$ cat src/rtl/dct_pkg.sv
`timescale 1ns/1ps
package dct_pkg;

    localparam int REG_W = 8;
    localparam int ADDR_W = 3;
    localparam int NUM_FLAGS = 4;

    typedef enum logic [ADDR_W-1:0] {
        A_CSR    = 3'd0,
        A_CNT_LO = 3'd1,
        A_CNT_HI = 3'd2,
        A_CMP_LO = 3'd3,
        A_CMP_HI = 3'd4
    } dct_addr_e;

    typedef struct packed {
        logic ovf_hi;
        logic cmf_hi;
        logic ovie_hi;
        logic clr_hi;
        logic ovf_lo;
        logic cmf_lo;
        logic ovie_lo;
        logic clr_lo;
    } dct_csr_t;

    localparam int B_CLR_LO  = 0;
    localparam int B_OVIE_LO = 1;
    localparam int B_CLR_HI  = 4;
    localparam int B_OVIE_HI = 5;

    // Flag index: 0 low match, 1 low overflow, 2 high match, 3 high overflow
    function automatic int flag_pos(input int idx);
        return (idx < 2) ? idx + 2 : idx + 4;
    endfunction

endpackage

$ cat src/rtl/dct_counter.sv
`timescale 1ns/1ps
module dct_counter #(
    parameter int W = 8
) (
    input  logic         clk,
    input  logic         rst,
    input  logic         load,
    input  logic [W-1:0] load_val,
    input  logic         tick,
    input  logic         clear,
    output logic [W-1:0] count,
    output logic         wrap
);
    // A wrap needs an increment from all ones that no clear or load overrides
    assign wrap = tick && !clear && !load && (&count);

    always_ff @(posedge clk) begin
        if (rst) begin
            count <= '0;
        end else if (load) begin
            count <= load_val;
        end else if (clear) begin
            count <= '0;
        end else if (tick) begin
            count <= count + 1'b1;
        end
    end
endmodule

$ cat src/rtl/dct_flag.sv
`timescale 1ns/1ps
module dct_flag (
    input  logic clk,
    input  logic rst,
    input  logic set_i,
    input  logic rd_csr_i,
    input  logic wr_csr_i,
    input  logic wbit_i,
    output logic flag_o
);
    logic armed_q;

    always_ff @(posedge clk) begin
        if (rst) begin
            flag_o  <= 1'b0;
            armed_q <= 1'b0;
        end else if (set_i) begin
            flag_o  <= 1'b1;
            armed_q <= 1'b0;
        end else if (wr_csr_i && !wbit_i && armed_q) begin
            flag_o  <= 1'b0;
            armed_q <= 1'b0;
        end else if (rd_csr_i && flag_o) begin
            armed_q <= 1'b1;
        end
    end
endmodule

$ cat src/rtl/dual_cmp_timer.sv
`timescale 1ns/1ps
module dual_cmp_timer
    import dct_pkg::*;
#(
    parameter int HALF_W = 8
) (
    input  logic              clk,
    input  logic              rst,
    input  logic [ADDR_W-1:0] bus_addr,
    input  logic              bus_wr,
    input  logic              bus_rd,
    input  logic [REG_W-1:0]  bus_wdata,
    output logic [REG_W-1:0]  bus_rdata,
    input  logic              tick_lo,
    input  logic              tick_hi,
    input  logic              mode16,
    output logic              irq_lo,
    output logic              irq_hi
);
    localparam int FULL_W = 2 * HALF_W;

    logic [HALF_W-1:0] cnt_lo_q, cnt_hi_q, cmp_lo_q, cmp_hi_q;
    logic clr_lo_q, ovie_lo_q, clr_hi_q, ovie_hi_q;
    logic csr_wr, csr_rd, ld_lo, ld_hi, ld_cmp_lo, ld_cmp_hi;
    logic tick_eff_lo, tick_eff_hi;
    logic match_lo, match_hi, match_full;
    logic clear_lo, clear_hi, wrap_lo, wrap_hi;
    logic [NUM_FLAGS-1:0] flag_set, flag_q;
    dct_csr_t csr_view;
    logic [REG_W-1:0] csr_bits;

    // Bus decode
    assign csr_wr    = bus_wr && (bus_addr == A_CSR);
    assign csr_rd    = bus_rd && (bus_addr == A_CSR);
    assign ld_lo     = bus_wr && (bus_addr == A_CNT_LO);
    assign ld_hi     = bus_wr && (bus_addr == A_CNT_HI);
    assign ld_cmp_lo = bus_wr && (bus_addr == A_CMP_LO);
    assign ld_cmp_hi = bus_wr && (bus_addr == A_CMP_HI);

    // Count events
    assign tick_eff_lo = tick_lo && !ld_lo;
    assign match_lo    = tick_eff_lo && (cnt_lo_q == cmp_lo_q);
    assign match_full  = tick_eff_lo &&
                         ({cnt_hi_q, cnt_lo_q} == FULL_W'({cmp_hi_q, cmp_lo_q}));
    assign clear_lo    = mode16 ? (match_full && clr_hi_q) : (match_lo && clr_lo_q);

    assign tick_eff_hi = (mode16 ? wrap_lo : tick_hi) && !ld_hi;
    assign match_hi    = mode16 ? match_full : (tick_eff_hi && (cnt_hi_q == cmp_hi_q));
    assign clear_hi    = match_hi && clr_hi_q;

    dct_counter #(.W(HALF_W)) u_cnt_lo (
        .clk      (clk),
        .rst      (rst),
        .load     (ld_lo),
        .load_val (bus_wdata[HALF_W-1:0]),
        .tick     (tick_eff_lo),
        .clear    (clear_lo),
        .count    (cnt_lo_q),
        .wrap     (wrap_lo)
    );

    dct_counter #(.W(HALF_W)) u_cnt_hi (
        .clk      (clk),
        .rst      (rst),
        .load     (ld_hi),
        .load_val (bus_wdata[HALF_W-1:0]),
        .tick     (tick_eff_hi),
        .clear    (clear_hi),
        .count    (cnt_hi_q),
        .wrap     (wrap_hi)
    );

    // Status flags with read-then-write-zero clearing
    assign flag_set = {wrap_hi, match_hi, wrap_lo, match_lo};

    for (genvar g = 0; g < NUM_FLAGS; g++) begin : g_flag
        localparam int POS = flag_pos(g);
        dct_flag u_flag (
            .clk      (clk),
            .rst      (rst),
            .set_i    (flag_set[g]),
            .rd_csr_i (csr_rd),
            .wr_csr_i (csr_wr),
            .wbit_i   (bus_wdata[POS]),
            .flag_o   (flag_q[g])
        );
    end

    // Control bits and compare registers
    always_ff @(posedge clk) begin
        if (rst) begin
            clr_lo_q  <= 1'b0;
            ovie_lo_q <= 1'b0;
            clr_hi_q  <= 1'b0;
            ovie_hi_q <= 1'b0;
        end else if (csr_wr) begin
            clr_lo_q  <= bus_wdata[B_CLR_LO];
            ovie_lo_q <= bus_wdata[B_OVIE_LO];
            clr_hi_q  <= bus_wdata[B_CLR_HI];
            ovie_hi_q <= bus_wdata[B_OVIE_HI];
        end
    end

    always_ff @(posedge clk) begin
        if (rst) begin
            cmp_lo_q <= '1;
            cmp_hi_q <= '1;
        end else begin
            if (ld_cmp_lo) cmp_lo_q <= bus_wdata[HALF_W-1:0];
            if (ld_cmp_hi) cmp_hi_q <= bus_wdata[HALF_W-1:0];
        end
    end

    // Register view and read mux
    always_comb begin
        csr_view.ovf_hi  = flag_q[3];
        csr_view.cmf_hi  = flag_q[2];
        csr_view.ovie_hi = ovie_hi_q;
        csr_view.clr_hi  = clr_hi_q;
        csr_view.ovf_lo  = flag_q[1];
        csr_view.cmf_lo  = flag_q[0];
        csr_view.ovie_lo = ovie_lo_q;
        csr_view.clr_lo  = clr_lo_q;
    end
    assign csr_bits = csr_view;

    always_comb begin
        bus_rdata = '0;
        case (bus_addr)
            A_CSR:    bus_rdata = csr_bits;
            A_CNT_LO: bus_rdata[HALF_W-1:0] = cnt_lo_q;
            A_CNT_HI: bus_rdata[HALF_W-1:0] = cnt_hi_q;
            A_CMP_LO: bus_rdata[HALF_W-1:0] = cmp_lo_q;
            A_CMP_HI: bus_rdata[HALF_W-1:0] = cmp_hi_q;
            default:  bus_rdata = '0;
        endcase
    end

    assign irq_lo = csr_view.ovf_lo && csr_view.ovie_lo;
    assign irq_hi = csr_view.ovf_hi && csr_view.ovie_hi;

endmodule

$ cat config.mk
export PLATFORM = sky130hd
export DESIGN_NAME = dual_cmp_timer
export DESIGN_NICKNAME = d
export VERILOG_FILES = /design/src/rtl/dct_pkg.sv /design/src/rtl/dct_counter.sv /design/src/rtl/dct_flag.sv /design/src/rtl/dual_cmp_timer.sv
export SDC_FILE = /design/constraint.sdc
export NUM_CORES = 1
export LEC_CHECK = 0
export BUFFER_PORTS_ARGS = -buffer_cell sky130_fd_sc_hd__buf_2
export CORE_UTILIZATION = 59
export CTS_BUF_LIST = sky130_fd_sc_hd__clkbuf_8 sky130_fd_sc_hd__clkbuf_16
export DETAILED_ROUTE_END_ITERATION = 10
export MAX_ROUTING_LAYER = met4
export PLACE_DENSITY = 0.8
export RECOVER_POWER = 50
export SETUP_SLACK_MARGIN = 0.5
export SLEW_MARGIN = 20
export SYNTH_ARGS = -nofsm -noshare
export SYNTH_HDL_FRONTEND = slang
export SYNTH_SLANG_ARGS = --single-unit
$ cat constraint.sdc
create_clock -name clk -period 2.8 [get_ports clk]
set_input_delay 0.14 -clock clk [delete_from_list [all_inputs] [get_ports clk]]
set_output_delay 0.14 -clock clk [all_outputs]
set_load 0.05 [all_outputs]
-- Word-level counts from Yosys, hierarchy flattened
Cells that the tools add are included.
Widths: inputs -> output; s select.
- register bits after elaboration: 44
- input bits: 18
- output and inout bits: 10
- add/sub/neg operators: 2
- equal/unequal tests: 7
- multiplexer cells: 18
- reductions and logical operators: 55
- operators with widths (cell ; number):
    $mux 8 ; 6
    $pmux 8 s5 ; 1
    $logic_and 1x1->1 ; 34
    $add 8x1->8 const B ; 2
    $eq 16x16->1 ; 1
    $eq 8x8->1 ; 2
    $reduce_and 8->1 ; 2
    $reduce_or 3->1 ; 4
    $mux 1 ; 11
    $logic_not 1->1 ; 8
    $reduce_bool 2->1 ; 4
    $eq 3x2->1 const B ; 2
    $reduce_bool 3->1 ; 2
    $eq 3x1->1 const B ; 1
    $eq 3x3->1 const B ; 1
    $logic_not 3->1 ; 1

-- Depth between registers and ports, before layout
Gate-level depths: netlist of run 1.
- depth after elaboration: 21
- mapped depth: 9
- gate-level depth less buffers: 7

-- Modules after synthesis
Synthesis of run 1 repeated with hierarchy kept, for this count alone.
- cells, all modules: 325
- area total of the unflattened synthesis: 2869.0 µm²
- modules (own cells, without submodules) (module ; times used ; cells each ; area each (µm²)):
    dual_cmp_timer ; 1 ; 165 ; 1410.1
    dct_counter ; 2 ; 62 ; 534.3
    dct_flag ; 4 ; 9 ; 97.6

-- Worst setup path after synthesis of run 1
OpenSTA, ideal clock, no wires.
- kind: input port to output port
- start: input bus_addr[1]
- end: output bus_rdata[4]
- arrival time: 2.032 ns
- slack: 0.628 ns
- stages on the path: 6
- buffers on the path: 2
- cells stage by stage: clkbuf_1 -> buf_1 -> mux2i_1 -> nor2_1 -> a21oi_1 -> o22ai_1
- cells in the longest elaborated chain, start to end: 2
- elaborated cells on any way between the ends: 6
- ends and longest elaborated chain (element ; line ; source):
    start: declaration ; dual_cmp_timer.sv:9 ; input logic [ADDR_W-1:0] bus_addr,
    $eq 3x3->1 (tied with other cells) ; dual_cmp_timer.sv:129 ; case (bus_addr)
    $pmux 8 s5 (*) ; dual_cmp_timer.sv:129 ;
    end: declaration ; dual_cmp_timer.sv:13 ; output logic [REG_W-1:0] bus_rdata,
Mark *: on every way between the ends. The rest lies on a longest branch, timed or not.

-- Worst setup path after layout of run 1
- start: register u_cnt_hi.count[1]
- end: register u_cnt_hi.count[0]
- cells in the longest elaborated chain, start to end: 15
- elaborated cells on any way between the ends: 17
- ends and longest elaborated chain (element ; line ; source):
    start: declaration ; dct_counter.sv:11 ; output logic [W-1:0] count,
    start signal: assignment ; dct_counter.sv:21 ; count <= load_val;
    start signal: assignment ; dct_counter.sv:25 ; count <= count + 1'b1;
    $eq 16x16->1 ; dual_cmp_timer.sv:44 ; ({cnt_hi_q, cnt_lo_q} == FULL_W'({cmp_hi_q, cmp_lo_q}));
    $logic_and 1x1->1 ; dual_cmp_timer.sv:43 ; assign match_full = tick_eff_lo &&
    $logic_and 1x1->1 ; dual_cmp_timer.sv:45 ; assign clear_lo = mode16 ? (match_full && clr_hi_q) : (match_lo && clr_lo_q);
    $mux 1 ; dual_cmp_timer.sv:45 ;
    $logic_not 1->1 ; dct_counter.sv:15 ; assign wrap = tick && !clear && !load && (&count);
    $logic_and 1x1->1 (3 in a row) ; dct_counter.sv:15 ;
    $mux 1 ; dual_cmp_timer.sv:47 ; assign tick_eff_hi = (mode16 ? wrap_lo : tick_hi) && !ld_hi;
    $logic_and 1x1->1 ; dual_cmp_timer.sv:47 ;
    $logic_and 1x1->1 ; dual_cmp_timer.sv:48 ; assign match_hi = mode16 ? match_full : (tick_eff_hi && (cnt_hi_q == cmp_hi_q));
    $mux 1 ; dual_cmp_timer.sv:48 ;
    $logic_and 1x1->1 ; dual_cmp_timer.sv:49 ; assign clear_hi = match_hi && clr_hi_q;
    $mux 8 ; dct_counter.sv:22 ; end else if (clear) begin
    $mux 8 ; dct_counter.sv:20 ; end else if (load) begin
Parallel ways exist; a longest one is shown, timed or not.
A chain may end at the register's enable or synchronous reset.

==> reports/results.ini, run 1 <==
[synthesis]
synth.area.top_cells=dfxtp_1, nand2_1, mux2i_1, nor2_1, nand3_1
syn_inst=348
synth-seq-cells=44
ys_warn_count=0
async_flop_share=0
post_synth_instance_area_um2=2650
synth.top_cell.area_share=0.332
synth_edf_count=0
synth_top_area_cell=dfxtp_1
syn_nets=368
ys_seq_area_frac=0.332
ys_types=47
syn_area_per_cell_um2=7.62
synthFlopType=dfxtp_1

[clock_network]
cts_buffers=5
cts_tree=done
clk_pin_slew_ns=0.08
cts.hold.buffers_added=0
htreeDepth=2
clkLatencyLatePin_ns=0.30
clk_path_buf_depth=2
root_buffer=clkbuf_8
post_cts_buffers=0
clock_sinks=44

[route]
drtPass1Iterations=4
drc=0
routed_wl_mm=7.47
wire_per_inst_um=17.9
vias_per_cell=6.27
drt_iter0_markers=243
postRouteAntennaNets=0
vias=2615

[critical_path]
worst_path_max_delay_cell=dfxtp_1
required_ns=3.00
worst-path-stages=7
crit_buf_inv=1
path_delay_family=simple AND/OR/NAND/NOR gates
crit_path_end=u_cnt_hi.count[0]
worstPathArrival_ns=2.40
end_kind=flop
crit_type=flop to flop
cp_slowest_stage_delay_ns=0.54
crit_path_start=u_cnt_hi.count[1]
crit_chain=xnor2_1 > nand4_1 > nor3_1 > buf_4 > a31oi_1 > or3_1 > o221a_1
start_kind=flop
path_max_fanout=8
worstReg2RegStart=u_cnt_hi.count[1]
rr_worst_depth=7
reg2reg_to=u_cnt_hi.count[0]
r2r_setup_slack_ns=0.60

[floorplanning]
die_y_um=69.0
die-area_um2=4770
core_um2=4320
fp-row-count=24
die_w_um=69.0
ios=28
initial_core_util=0.613

[cells_and_area]
drive_above_1_share=0.112
regArea_um2=882
fillerInstances=409
final_util=0.670
area_growth_pct=9.25
antenna_cells=0
multi_input_area_um2=1660
fin_nets=384

[timing]
rsz0062_at_grt=yes
fin_crit_ns=2.20
finalHoldViolations=0
fmax_mhz=454
final-max-slew-violation-count=0
setup_ws_ns=0.599
max-slew-margin-rel=0.444
post-route-period-util=0.786
setup_tns_ns=0
finalSetupViolations=0
finalClockSkew_ns=0.00577
tightestPinTransition_ns=0.823
whs_ns=0.152

[placed_design]
dp_slack_ns=0.534
hpwl_mm=5.31
numPortBuffers=27
gp_congestion=0.944

[grt]
grt_remaining_overflow=0
grt_first_pass_wirelength_mm=12.0
antenna_found_initial=0
grt_pass1_vias=2320
grt_start_max_net_pins=22
track_usage=0.330

[flow_run]
cap_violations=0

[run_status]
status=complete, no violations

[power]
ir_drop_v=0.000279
power_density_nw_per_um2=451
leakage_nw=1.21
total_power_mw=1.31

[hold_path]
hold_class=input port to flop

==> power breakdown <==
| group | switching [mW] | leakage, nW | total [mW] | internal, mW |
|---|---|---|---|---|
| clock network | 0.220 | 0.0538 | 0.414 | 0.194 |
| logic | 0.144 | 0.798 | 0.218 | 0.0740 |
| registers | 0.0306 | 0.358 | 0.675 | 0.645 |
| total | 0.394 | 1.21 | 1.31 | 0.913 |
==> synth_stat cells, types with 3 or more instances <==
cell / number
nand4_1: 9
and3_1: 6
nor2_1: 39
buf_2: 5
nand3_1: 27
o21ai_0: 6
nand2_1: 56
o2111a_1: 3
a211oi_1: 8
clkbuf_1: 18
o22ai_1: 7
a31oi_1: 6
and2_1: 5
inv_1: 5
mux2i_1: 15
a21oi_1: 23
o211a_1: 3
dfxtp_1: 44
nor3_1: 3
a221oi_1: 4
xor2_1: 11
nor2b_1: 4
xnor2_1: 11
==> worst min-delay path by stage <==
stage	start	end	cells after the start
global placement	bus_wdata[0]	cmp_hi_q[0]	3
CTS	bus_wdata[0]	cmp_hi_q[0]	3
global route	bus_wdata[0]	clr_lo_q	3
detailed placement	bus_wdata[0]	cmp_hi_q[0]	3
finish	bus_wdata[0]	cmp_hi_q[0]	3
floorplan	bus_wdata[5]	cmp_hi_q[5]	2
==> cell families (layout without fill, tap and decap cells) <==
logic type                 count (synthesis)  after routing  share of synthesized area
xor gates and xnor gates                  22             22                     0.0727
buffers and inverters                     30             47                     0.0462
and+or+nand+nor                          162            162                      0.290
AOI/OAI and AO/OA                         72             72                      0.184
muxes                                     16             16                     0.0651
DFF                                       44             44                      0.332
adders and majority gates                  2              2                    0.00944
==> placed cells by master, fill, tap and decap left out, types with 8 or more instances in the layout <==
cell,netlist,layout
nand2_1,56,56
dfxtp_1,44,43
nor2_1,39,39
nand3_1,27,27
buf_2,5,24
a21oi_1,23,23
mux2i_1,15,15
xnor2_1,11,11
xor2_1,11,11
nand4_1,9,9
a211oi_1,8,8
==> sequential cells by signal, summed over array words and instances, names as in the netlist <==
signal	flops
cmp_hi_q	8
cmp_lo_q	8
u_cnt_hi.count	8
u_cnt_lo.count	8
g_flag.u_flag.armed_q	4
g_flag.u_flag.flag_o	4
clr_hi_q	1
clr_lo_q	1
ovie_hi_q	1
ovie_lo_q	1
==> area by class of cell <==
class                           count  share of cell area
Clock inverter                      2             0.00259
Sequential cell                    44               0.305
Multi-Input combinational cell    274               0.572
Inverter                            5             0.00648
Tap cell                           52              0.0225
Clock buffer                        6              0.0285
Timing Repair Buffer               34              0.0635
==> worst register-to-register path: cells and delay by family, from the launching register on <==
kind / cells / cell delay, ns
simple gates: 3 / 0.86
flops: 1 / 0.54
compound gates: 2 / 0.38
xor+xnor: 1 / 0.16
buf+inv: 1 / 0.16
==> stage by stage <==
stage / std cells / cell area (um2)
floorplan: 348 / 2650
global placement: 409 / 2800
detailed placement: 409 / 2800
CTS: 417 / 2890
global route: 417 / 2900
finish: 417 / 2900
==> metal layers <==
| metal | GRT usage | up-vias | share of wire | wire [um] |
|---|---|---|---|---|
| li1 | - | 1277 | - | - |
| met1 | 0.466 | 1222 | 0.46 | 3420 |
| met2 | 0.469 | 101 | 0.44 | 3310 |
| met3 | 0.0526 | 15 | 0.074 | 551 |
| met4 | 0.134 | 0 | 0.025 | 186 |
| met5 | - | - | 0 | 0 |
==> timing repair <==
| action | in CTS | in global routing |
|---|---|---|
| hold endpoints to repair | 0 | 0 |
| resized for setup | 0 | 3 |
| setup endpoints to repair | 0 | 8 |
Note: power is estimated with default switching activity, not from simulation.
==> run 2, diff against run 1 <==
--- a/config.mk
+++ b/config.mk
@@ -5,12 +5,13 @@
 export SDC_FILE = /design/constraint.sdc
 export NUM_CORES = 1
 export LEC_CHECK = 0
+export ABC_AREA = 1
 export BUFFER_PORTS_ARGS = -buffer_cell sky130_fd_sc_hd__buf_2
-export CORE_UTILIZATION = 59
+export CORE_UTILIZATION = 53
 export CTS_BUF_LIST = sky130_fd_sc_hd__clkbuf_8 sky130_fd_sc_hd__clkbuf_16
 export DETAILED_ROUTE_END_ITERATION = 10
 export MAX_ROUTING_LAYER = met4
-export PLACE_DENSITY = 0.8
+export PLACE_DENSITY = 0.76
 export RECOVER_POWER = 50
 export SETUP_SLACK_MARGIN = 0.5
 export SLEW_MARGIN = 20
==> constraint.sdc (replaced) <==
create_clock -name clk -period 1.9 [get_ports clk]
set_input_delay 0.095 -clock clk [delete_from_list [all_inputs] [get_ports clk]]
set_output_delay 0.095 -clock clk [all_outputs]
set_load 0.05 [all_outputs]
==> reports/results.ini, run 2 <==
[run_status]
status=finished, violations left
violations=negative setup slack

[critical_path]
crit_chain=xnor2_2 > nand2_1 > nor2_2 > nand3_2 > nor2_2 > nand2_2 > nand2_2 > nand2_2 > a21oi_4 > buf_6 > buf_12 > nand2_4 > nand2_4 > nor2_2
crit_buf_inv=2  ; +1
cp_slowest_stage_delay_ns=0.37  ; -0.17 ns
required_ns=2.09  ; -0.91 ns
path_delay_family=simple AND/OR/NAND/NOR gates
worst_path_max_delay_cell=dfxtp_4
start_kind=flop
worstPathArrival_ns=2.10  ; -0.30 ns
end_kind=flop
crit_type=flop to flop
path_max_fanout=8  ; unchanged

[clock_network]
clkLatencyLatePin_ns=0.30  ; about the same
root_buffer=clkbuf_8
cts_buffers=5  ; unchanged
htreeDepth=2  ; unchanged
clk_path_buf_depth=2  ; unchanged
clk_pin_slew_ns=0.09  ; about the same
cts.hold.buffers_added=0  ; unchanged
clock_sinks=44  ; unchanged
cts_tree=done

[floorplanning]
die-area_um2=5150  ; +8.0%
die_w_um=71.8  ; +3.9%
initial_core_util=0.550  ; -0.0635
core_um2=4690  ; +8.5%
ios=28  ; unchanged
fp-row-count=25  ; +4.2%
die_y_um=71.8  ; +3.9%

[timing]
max-slew-margin-rel=0.676  ; +0.232
fmax_mhz=524  ; +15%
setup_ws_ns=-0.00994  ; -0.609 ns
final-max-slew-violation-count=0  ; unchanged
setup_tns_ns=-0.0115  ; -0.0115 ns
finalClockSkew_ns=0.00951  ; +0.00374 ns
fin_crit_ns=1.91  ; -0.291 ns
finalHoldViolations=0  ; unchanged
post-route-period-util=1.01  ; +0.219
finalSetupViolations=2  ; +2
tightestPinTransition_ns=0.483  ; -0.340 ns
rsz0062_at_grt=yes

[synthesis]
synth-seq-cells=44  ; unchanged
ys_seq_area_frac=0.342  ; +0.00935
syn_nets=404  ; +9.8%
ys_types=34  ; -28%
yosys-top-cells-count=nand2_1, inv_1, dfxtp_1, nor2_1, o21ai_0
synth_edf_count=0  ; unchanged
synth_top_area_cell=dfxtp_1
async_flop_share=0  ; unchanged
ys_warn_count=0  ; unchanged
synth_most_common_cell=nand2_1
syn_area_per_cell_um2=6.72  ; -12%
post_synth_instance_area_um2=2580  ; -2.7%
syn_inst=384  ; +10%
synth.top_cell.area_share=0.342  ; +0.00935
synth.area.top_cells=dfxtp_1, nand2_1, inv_1, nor2_1, o21ai_0
synthFlopType=dfxtp_1

[flow_run]
cap_violations=0  ; unchanged

[power]
p_sw_frac=0.328  ; +0.0264
ir_drop_v=0.000396  ; +42%
intPower_mw=1.45  ; +59%
pwr-share-clk=0.259  ; -0.058
seqPwrFrac=0.470  ; -0.047
power_frac_comb=0.271  ; +0.104
leakage_nw=1.61  ; +33%
power_density_nw_per_um2=608  ; +35%
p_sw_mw=0.710  ; +80%
total_power_mw=2.16  ; +66%

[cells_and_area]
stdcell_area_um2=3560  ; +23%
final_util=0.759  ; +0.0894
area_growth_pct=38.1
final_common_cell=nand2_1
antenna_cells=0  ; unchanged
fillerInstances=336  ; -18%
drive_above_1_share=0.378  ; +0.266
mostFrequentLayoutCells=nand2_1, nor2_1, inv_1, buf_4
fin_nets=467  ; +22%

[route]
drc=0  ; unchanged
postRouteAntennaNets=0  ; unchanged
vias_per_cell=5.90  ; -6.0%
vias=2954  ; +13%
drt_iter0_markers=273  ; +12%
wire_per_inst_um=17.3  ; -3.5%
routed_wl_mm=8.65  ; +16%
drtPass1Iterations=5  ; +1

[grt]
track_usage=0.337  ; +0.00655
grt_start_max_net_pins=18  ; -18%
grt_remaining_overflow=0  ; unchanged
grt_pass1_vias=2619  ; +13%
antenna_found_initial=0  ; unchanged
grt_first_pass_wirelength_mm=12.9  ; +7.1%

[placed_design]
gp_congestion=0.924  ; -2.1%
dpl_cell_area_um2=2860  ; +2.2%
hpwl_mm=5.56  ; +4.8%
numPortBuffers=27  ; unchanged

[hold_path]
hold_class=input port to flop

[run 2: changes by cell type in the layout (fill, tap and decap cells not counted), sizes merged, moves of 9 or more]
cell and change:
inv +45, nand2 +44, buf +31, o21ai +25, mux2i -15, a21oi -13
o211ai +10, nand3 -9
[run 2: power by group through the flow]
stage               clock [mW]  sequential (mW)  combinational (mW)
floorplan                    0             1.02               0.300
global placement             0             1.04               0.418
detailed placement           0             1.04               0.421
CTS                      0.565             1.02               0.501
global route             0.600             1.02               0.628
finish                   0.560             1.02               0.586
[run 2: timing repair]
action | in CTS | in global routing
gates cloned | 1 | 0
pin swaps | 7 | 18
setup endpoints to repair | 29 | 32
buffers inserted | 16 | 7
gates resized for setup | 70 | 67
[run 2: layout make-up]
cell class	count	area, um2	area share
clock buffer	5	68.8	0.0193
clock inverter	2	8.76	0.00246
inverter	55	221	0.0622
multi-input combinational	277	1740	0.489
sequential	44	932	0.262
tap	54	67.6	0.0190
timing repair buffer	64	520	0.146
[run 2: worst register-to-register path: cells and delay by family, from the launching register on]
family / cells / cell delay [ns]
buffers and inverters: 2 / 0.23
DFF: 1 / 0.37
and+or+nand+nor: 10 / 0.88
xor gates and xnor gates: 1 / 0.14
AOI/OAI and AO/OA: 1 / 0.18
[run 2: stage by stage]
| step | hold slack (ns) | setup slack, ns | instances |
|---|---|---|---|
| 5_1_grt | 0.0777 | -0.0888 | 501 |
| 3_3_place_gp | 0.388 | 0.145 | 470 |
| 6_report | 0.0626 | -0.00994 | 501 |
| 4_1_cts | 0.0680 | 0.134 | 494 |
| 2_1_floorplan | 0.221 | 0.273 | 384 |
| 3_5_place_dp | 0.395 | 0.112 | 470 |
[run 2: worst paths after layout]
check,startpoint,slack [ns],cells after the start,endpoint
worst min-delay path,bus_wdata[6],0.06,3,u_cnt_lo.count[6]
worst max register to register,cmp_lo_q[0],-0.01,14,u_cnt_hi.count[0]
worst min register to register,g_flag[1].u_flag.armed_q,0.48,2,g_flag[1].u_flag.armed_q
worst max-delay path,cmp_lo_q[0],-0.01,14,u_cnt_hi.count[0]
[run 2: kinds of logic (layout without fill, tap and decap cells)]
group	Yosys count	in the layout	share of synthesized area
buf+inv	63	126	0.0980
xor+xnor	21	21	0.0713
flops	44	44	0.342
compound gates	80	80	0.194
fa+ha+maj	2	2	0.00970
simple gates	174	174	0.285
[run 2: routing by layer]
metal,track usage,vias to the layer above,routed length [um]
met4,0.113,0,326
met3,0.0563,34,704
met2,0.559,159,4250
met1,0.415,1379,3370
li1,-,1382,-
met5,-,-,0
==> run 3, diff against run 2 <==
--- a/config.mk
+++ b/config.mk
@@ -7,11 +7,11 @@
 export LEC_CHECK = 0
 export ABC_AREA = 1
 export BUFFER_PORTS_ARGS = -buffer_cell sky130_fd_sc_hd__buf_2
-export CORE_UTILIZATION = 53
+export CORE_UTILIZATION = 58
 export CTS_BUF_LIST = sky130_fd_sc_hd__clkbuf_8 sky130_fd_sc_hd__clkbuf_16
 export DETAILED_ROUTE_END_ITERATION = 10
 export MAX_ROUTING_LAYER = met4
-export PLACE_DENSITY = 0.76
+export PLACE_DENSITY = 0.79
 export RECOVER_POWER = 50
 export SETUP_SLACK_MARGIN = 0.5
 export SLEW_MARGIN = 20
==> constraint.sdc (replaced) <==
create_clock -name clk -period 1.8 [get_ports clk]
set_input_delay 0.09 -clock clk [delete_from_list [all_inputs] [get_ports clk]]
set_output_delay 0.09 -clock clk [all_outputs]
set_load 0.05 [all_outputs]
==> reports/results.ini, run 3 (same netlist as run 2, synthesis figures left out) <==
[run_status]
status=finished, violations left
violations=negative setup slack

[route]
vias_per_cell=6.67  ; +13%
wire_per_inst_um=22.5  ; +30%
drt_iter0_markers=605  ; +120%
routed_wl_mm=11.8  ; +37%
vias=3507  ; +19%
postRouteAntennaNets=0  ; unchanged
drc=0  ; unchanged
drtPass1Iterations=6  ; +1

[cells_and_area]
stdcell_area_um2=3810  ; +7.1%
area_growth_pct=47.9
regArea_um2=926  ; -0.67%
fillerInstances=167  ; -50%
instances_no_fill=526  ; +5.0%
drive_above_1_share=0.439  ; +0.0607
mostFrequentLayoutCells=nand2_1, buf_4, nor2_1, inv_1, dfxtp_1
multi_input_area_um2=1760  ; +0.86%
final_util=0.921  ; +0.161
fin_nets=493  ; +5.6%
final_common_cell=nand2_1

[grt]
grt_remaining_overflow=0  ; unchanged
grt_pass1_vias=2911  ; +11%
track_usage=0.447  ; +0.110
grt_first_pass_wirelength_mm=14.5  ; +13%
antenna_found_initial=2  ; +2
grt_start_max_net_pins=17  ; -1

[placed_design]
hpwl_mm=6.07  ; +9.2%
numPortBuffers=27  ; unchanged
dpl_cell_area_um2=2920  ; +1.9%
dp_cells=474  ; +0.85%
gp_congestion=0.982  ; +6.3%

[critical_path]
start_kind=flop
worstPathArrival_ns=2.24  ; +0.14 ns
crit_type=flop to flop
required_ns=2.03  ; -0.06 ns
path_max_fanout=5  ; -3
end_kind=flop

[floorplanning]
die_w_um=68.7  ; -4.3%
ios=28  ; unchanged
fp-row-count=23  ; -8.0%
initial_core_util=0.622  ; +0.0727
die-area_um2=4720  ; -8.4%
die_y_um=68.7  ; -4.3%
core_um2=4140  ; -12%

[timing]
setup_ws_ns=-0.200  ; -0.191 ns
finalClockSkew_ns=0.0190  ; +0.00952 ns
finalSetupViolations=16  ; +14
fin_crit_ns=2.00  ; +0.0905 ns
whs_ns=0.0431  ; -0.0195 ns
post-route-period-util=1.11  ; +0.106
tightestPinTransition_ns=0.471  ; -0.0114 ns
final-max-slew-violation-count=0  ; unchanged
finalHoldViolations=0  ; unchanged
fmax_mhz=500  ; -4.5%
rsz0062_at_grt=yes
max-slew-margin-rel=0.683  ; +0.00764

[power]
leakage_nw=1.73  ; +7.1%
ir_drop_v=0.000596  ; +51%
total_power_mw=2.48  ; +14%
power_density_nw_per_um2=649  ; +6.9%

[flow_run]
cap_violations=0  ; unchanged

[clock_network]
clk_path_buf_depth=2  ; unchanged
clkLatencyLatePin_ns=0.32  ; +0.02 ns
cts_buffers=5  ; unchanged
root_buffer=clkbuf_8
htreeDepth=2  ; unchanged
clk_pin_slew_ns=0.11  ; +0.02 ns
cts_tree=done
cts.hold.buffers_added=0  ; unchanged
clock_sinks=44  ; unchanged

[hold_path]
hold_class=input port to flop

==> run 3: final cells by class <==
type	count	area share
inverter	55	0.0600
timing repair buffer	90	0.194
tap	50	0.0164
clock buffer	6	0.0216
antenna	2	0.00131
clock inverter	2	0.00262
multi-input combinational	277	0.461
sequential	44	0.243
==> run 3: metrics by stage <==
| stage | setup slack, ns | TNS, ns |
|---|---|---|
| 2_1_floorplan | 0.173 | 0 |
| 3_3_place_gp | -0.00672 | -0.0211 |
| 3_5_place_dp | -0.0749 | -0.417 |
| 4_1_cts | 0.0558 | 0 |
| 5_1_grt | -0.303 | -3.32 |
| 6_report | -0.200 | -1.60 |
==> run 3: worst paths after layout <==
| check | from | endpoint | slack [ns] | cells after the start |
|---|---|---|---|---|
| worst max-delay path | cmp_hi_q[2] | u_cnt_hi.count[4] | -0.20 | 12 |
| worst min-delay path | bus_wdata[6] | u_cnt_lo.count[6] | 0.04 | 3 |
| worst max register to register | cmp_hi_q[2] | u_cnt_hi.count[4] | -0.20 | 12 |
| worst min register to register | g_flag[0].u_flag.armed_q | g_flag[0].u_flag.armed_q | 0.48 | 2 |
==> run 3: critical path: stages (launching register included) <==
cell and delay (ns):
dfxtp_1 0.45, xnor2_1 0.16, nand2_1 0.08, nor2_1 0.19
nand3_1 0.12, nand2_1 0.10, nand2_2 0.07, nand2_2 0.07
nand2_2 0.08, a21oi_4 0.23, clkbuf_16 0.18, nor2_1 0.05
nor2_1 0.14
==> run 3: metal layers <==
metal | up-vias | GRT usage | part of all wire | routed length, um
li1 | 1440 | - | - | -
met1 | 1571 | 0.497 | 0.32 | 3840
met2 | 350 | 0.673 | 0.43 | 5130
met3 | 146 | 0.153 | 0.15 | 1800
met4 | 0 | 0.302 | 0.090 | 1060
met5 | - | - | 0 | 0
==> run 3: repair_timing <==
action                                  CTS  global route
endpoints found under the setup margin   30            32
cloned                                    0             1
endpoints found under the hold margin     0             0
resized for setup                        68            79
buffers inserted                         25            16
pin swaps                                 6            16
==> run 3: power breakdown <==
| group | total, mW | switching, mW | internal [mW] | leakage [nW] |
|---|---|---|---|---|
| logic | 0.693 | 0.422 | 0.271 | 1.31 |
| registers | 1.08 | 0.0624 | 1.02 | 0.361 |
| clock network | 0.704 | 0.396 | 0.308 | 0.0510 |
| total | 2.48 | 0.881 | 1.60 | 1.73 |
